===== src/rtl/sync_pulse_discriminator.sv =====
module sync_pulse_discriminator #(
  parameter int RST_WIDTH = 32
) (
  input  logic clk,
  input  logic rst_n,
  input  logic pin_n,
  input  logic chop_mode,
  input  logic rate_tick,
  output logic filt_rst,
  output logic chop_restart,
  output logic dev_rst
);
  localparam int CW = $clog2(RST_WIDTH + 1);
  localparam logic [CW-1:0] LIM = CW'(RST_WIDTH);

  logic [1:0]    sync_q;
  logic          lvl_q;
  logic [CW-1:0] low_cnt;
  logic          aligned_q;
  logic          chop_q;

  wire lvl  = sync_q[1];
  wire fall = lvl_q & ~lvl;
  wire rise = ~lvl_q & lvl;

  wire [CW-1:0] cnt_nxt = lvl  ? '0 :
                          fall ? CW'(1) :
                          (low_cnt == LIM) ? LIM : low_cnt + 1'b1;

  wire in_sync_band = (low_cnt >= CW'(2)) && (low_cnt < LIM);

  always_ff @(posedge clk or negedge rst_n) begin
    if (!rst_n) begin
      sync_q       <= 2'b11;
      lvl_q        <= 1'b1;
      low_cnt      <= '0;
      aligned_q    <= 1'b0;
      chop_q       <= 1'b0;
      filt_rst     <= 1'b0;
      chop_restart <= 1'b0;
      dev_rst      <= 1'b0;
    end else begin
      sync_q  <= {sync_q[0], pin_n};
      lvl_q   <= lvl;
      low_cnt <= cnt_nxt;
      if (fall) begin
        aligned_q <= rate_tick;
        chop_q    <= chop_mode;
      end
      chop_restart <= fall & chop_mode;
      dev_rst      <= ~lvl & (cnt_nxt == LIM) & (low_cnt != LIM);
      filt_rst     <= rise & ~chop_q & ~aligned_q & in_sync_band;
    end
  end
endmodule


===== config.mk =====
export PLATFORM = sky130hd
export DESIGN_NAME = sync_pulse_discriminator
export DESIGN_NICKNAME = d
export VERILOG_FILES = /design/src/rtl/sync_pulse_discriminator.sv
export SDC_FILE = /design/constraint.sdc
export NUM_CORES = 1
export LEC_CHECK = 0
export BUFFER_PORTS_ARGS = -buffer_cell sky130_fd_sc_hd__buf_2
export CORE_MARGIN = 5
export CORE_UTILIZATION = 43
export CTS_BUF_LIST = sky130_fd_sc_hd__clkbuf_2 sky130_fd_sc_hd__clkbuf_4 sky130_fd_sc_hd__clkbuf_8
export DETAILED_ROUTE_END_ITERATION = 8
export PLACE_DENSITY = 0.63
export SYNTH_ARGS = -nofsm -noshare
export SYNTH_HDL_FRONTEND = slang
export SYNTH_SLANG_ARGS = --single-unit

===== constraint.sdc =====
create_clock -name clk -period 1.53 [get_ports clk]
set_input_delay 0.3825 -clock clk [delete_from_list [all_inputs] [get_ports clk]]
set_output_delay 0.3825 -clock clk [all_outputs]
set_load 0.005 [all_outputs]

# Word level (Yosys, flattened, before mapping)
# Cells that the tools add are included.
# totals
input_bits	5
word_cells	30
register_bits	14
out_inout_bits	3
# classes
n_addsub	1
n_lt_le_gt_ge	2
n_bitwise	12
eq_ne	3
mux	3
reduce_logical	1
# op_table
operator	n
6-bit 2-to-1 mux	3
6-bit == test, second input constant	2
1-bit AND	8
6-bit by 1-bit adder with 6-bit output, second input constant	1
6-bit by 2-bit >= comparator with 1-bit output, second input constant	1
6-bit < comparator, second input constant	1
6-bit != test, second input constant	1
1-bit NOT	4
1-bit logical AND	1

# Depth between registers and ports, before layout
# logic_depth
ltp_word	7
depth_mapped	5
ltp_nobuf	5

# Worst setup path after synthesis
# OpenSTA, ideal clock, no wires.
# synth_path
path_type	register -> register
start	register sync_q[1]
end	register filt_rst
path_buffers	0
slack_ps	279
path_stages_with_launch	3
setup_ps	94
synth_period_minus_slack_ps	1251
required_ps	1436
t_arrival_ps	1157
path_cell_list	dfstp_2 -> or4b_1 -> a211oi_1
# synth_via
elab_chain_len	4
# synth_rtl
item	line_no	text
start, declared	16	logic [1:0] sync_q;
start signal, assigned	43	sync_q <= {sync_q[0], pin_n};
1-bit AND	24	wire rise = ~lvl_q & lvl;
1-bit AND (3 in a row)	52	filt_rst <= rise & ~chop_q & ~aligned_q & in_sync_band;
end signal, assigned	52	
end, declared	9	output logic filt_rst,
# No other way between the ends.
# A chain may end at the register's enable or synchronous reset.

# Worst setup path in the final report
# Same ends and word-level chain as after synthesis.

==> out/metrics.yaml <==
synth:
  syn_nets: 57
  synthCells: 50
  synthSimpleGateAreaFrac_pct: 19.9
  ys_seq_elements: 14
  synth-xor-area-share_pct: 5.81
  yosys.area_share.adder_pct: 4.15
  syn_area_um2: 603
  synth_top_family_by_area: "simple AND/OR/NAND/NOR gates"
  synth_cell_types: 25
  ys_seq_area_share_pct: 58.7
  synth-compound-area-share_pct: 3.94
  synth.area.mux_share_pct: 3.73
  syn_avg_cell_area_um2: 12.1
  yosys_warnings: 0
clock_network:
  insertion_delay_ns: 0.28
  cts_max_path_buffers: 2
  cts_inserted_buffers: 3
  cts_sinks: 14
  ctsResizeCount: 0
  clk_pin_slew_ns: 0.08
  postCtsSetupBuffers: 0
  cts_root_buf: "clkbuf_4"
  tritoncts: "done"
  h-tree-depth: 1
layout:
  nets: 69
  final_cell_area_um2: 689
  antenna_cells: 0
  area_growth_pct: 14.3
  drive_above_1_share_pct: 32.8
drt:
  postRouteAntennaNets: 0
  post_drt_wl_per_cell_um: 11.5
  dr.first_iter.drc_count: 10
  route.vias.total: 378
  first_pass_iters: 4
  via_per_inst: 4.97
  drc: 0
  routed_wl_um: 874
floorplan:
  rows: 13
  coreArea_um2: 1320
  dieWidth_um: 47.5
  start_util_pct: 45.8
  die_h_um: 47.5
  pin_count: 8
  die_area_um2: 2250
global_route:
  track_usage_pct: 10.3
  overflow: 0
  grt_pass1_vias: 385
  grt_pass1_wl_um: 1490
  grt_max_degree: 15
  antenna_found_initial: 0
timing:
  relSlewSlack_pct: 73.9
  fin_ws_ns: 0.218
  period_share_pct: 85.8
  setup_violations: 0
  fin_setup_tns_ns: 0
  min_period_ns: 1.31
  max_freq_ghz: 0.762
  worstMarginPinSlew_ns: 0.388
  finalHoldViolations: 0
  clock_skew_ns: 0.0115
  rsz0062_at_grt: "false"
  slew_violations: 0
placement:
  placed_area_um2: 649
  gp_congestion: 0.704
  port-buffer-count: 7
  pre_cts_ws_ns: 0.224
  dp_hpwl_um: 638
worst_hold_path:
  hp-class: "primary input to flop"
worst_setup_path:
  startpoint_type: "flop"
  cp-end-kind: "flop"
  worst-path-max-fanout: 6
  cp.required_ns: 1.73
  cp_data_arrival_time_ns: 1.51
  critical_path_class: "flop to flop"
pwr:
  vdd_ir_drop_max_v: 0.000524
  power_density_nw_per_um2: 976
  p_leak_nw: 0.313
run_status:
  outcome: "completed"
run:
  maxCapViolations: 0
-- placed cells by master, fill, tap and decap left out --
cell,Yosys,routed
and3_1,1,1
nor2_1,6,6
a211oi_1,1,1
clkbuf_4,0,4
or4b_1,1,1
nand3_1,2,2
and2_1,1,1
a21oi_1,1,1
nand2_1,2,2
nor4_1,1,1
inv_1,2,2
nand4_1,2,2
dlygate4sd3_1,0,1
dfrtp_1,11,11
o311a_2,1,1
xor2_1,2,2
nand3_2,1,1
nor3_1,1,1
nor3b_1,1,1
nor3_2,1,1
xnor2_1,2,2
dfstp_2,3,3
buf_2,0,7
ha_1,2,2
nor2b_1,1,1
mux2_2,2,2
buf_4,0,1
-- cell type report --
type,instances,area (um^2)
sequential,14,354
clock buffer,4,30.0
timing repair buffer,9,52.6
fill,107,628
inverter,2,7.51
tap,15,18.8
multi-input combinational,32,226
-- synth_stat cells, drive strengths merged --
| master | n | area, um^2 |
|---|---|---|
| dfstp | 3 | 78.8 |
| nand3 | 3 | 20.0 |
| nor4 | 1 | 6.26 |
| o311a | 1 | 11.3 |
| mux2 | 2 | 22.5 |
| a211oi | 1 | 7.51 |
| inv | 2 | 7.51 |
| and3 | 1 | 6.26 |
| and2 | 1 | 6.26 |
| nor3 | 2 | 15.0 |
| nor2b | 1 | 6.26 |
| nor3b | 1 | 7.51 |
| nor2 | 6 | 22.5 |
| a21oi | 1 | 5.00 |
| dfrtp | 11 | 275 |
| clkbuf | 1 | 3.75 |
| or4b | 1 | 10.0 |
| buf | 1 | 11.3 |
| xor2 | 2 | 17.5 |
| xnor2 | 2 | 17.5 |
| ha | 2 | 25.0 |
| nand2 | 2 | 7.51 |
| nand4 | 2 | 12.5 |
-- stage by stage --
step / util [%] / hold WS [ns] / total power, mW / cells
after floorplan: - / 0.0869 / 0.430 / 50
after global placement: 49.3 / 0.290 / 0.450 / 71
after detailed placement: 49.3 / 0.294 / 0.450 / 71
after CTS: 52.3 / 0.198 / 0.685 / 76
after global routing: 52.3 / 0.189 / 0.711 / 76
final: 52.3 / 0.208 / 0.673 / 76
-- critical path: stages (launching register included) --
cell	delay (ns)
dfstp_2	0.58
or4b_1	0.44
a211oi_1	0.21
-- state kept, by name, summed over array words and instances, names as in the netlist --
register / flops
low_cnt: 6
filt_rst: 1
sync_q: 2
aligned_q: 1
lvl_q: 1
dev_rst: 1
chop_restart: 1
chop_q: 1
-- where the power goes --
part           internal [mW]  total (mW)  switching (mW)  leakage (nW)
Sequential             0.390       0.401          0.0108         0.178
Clock                  0.119       0.230           0.111        0.0184
Combinational         0.0211      0.0428          0.0217         0.117
Total                  0.530       0.673           0.143         0.313
-- cell families after synthesis --
logic type / Yosys count
AO/OA/AOI/OAI: 3
buffers and inverters: 4
AND/OR/NAND/NOR: 21
flip-flops: 14
XOR/XNOR: 4
adder cells (fa/ha/maj): 2
multiplexers: 2
-- layer usage --
| metal | global-route usage [%] | vias up | wire, um |
|---|---|---|---|
| met2 | 14.4 | 8 | 378 |
| met5 | 0 | - | 0 |
| li1 | - | 193 | - |
| met4 | 6.63 | 0 | 12 |
| met3 | 5.64 | 2 | 71 |
| met1 | 12.1 | 175 | 411 |
-- path summary, 6_finish.rpt --
check / start / endpoint / slack [ns] / cells past startpoint
max in group asynchronous: rst_n / sync_q[0] / 0.73 / 2
worst min-delay path: pin_n / sync_q[0] / 0.21 / 1
worst max-delay path: sync_q[1] / filt_rst / 0.22 / 2
min in group asynchronous: rst_n / dev_rst / 0.51 / 2
worst min register to register: sync_q[0] / sync_q[1] / 0.34 / 0
worst max register to register: sync_q[1] / filt_rst / 0.22 / 2
-- repair_timing --
| item | in CTS | in global routing |
|---|---|---|
| endpoints found under the setup margin | 0 | 0 |
| hold buffers | 1 | 0 |
| hold endpoints to repair | 11 | 0 |
Power figures use the tool's default switching activity.
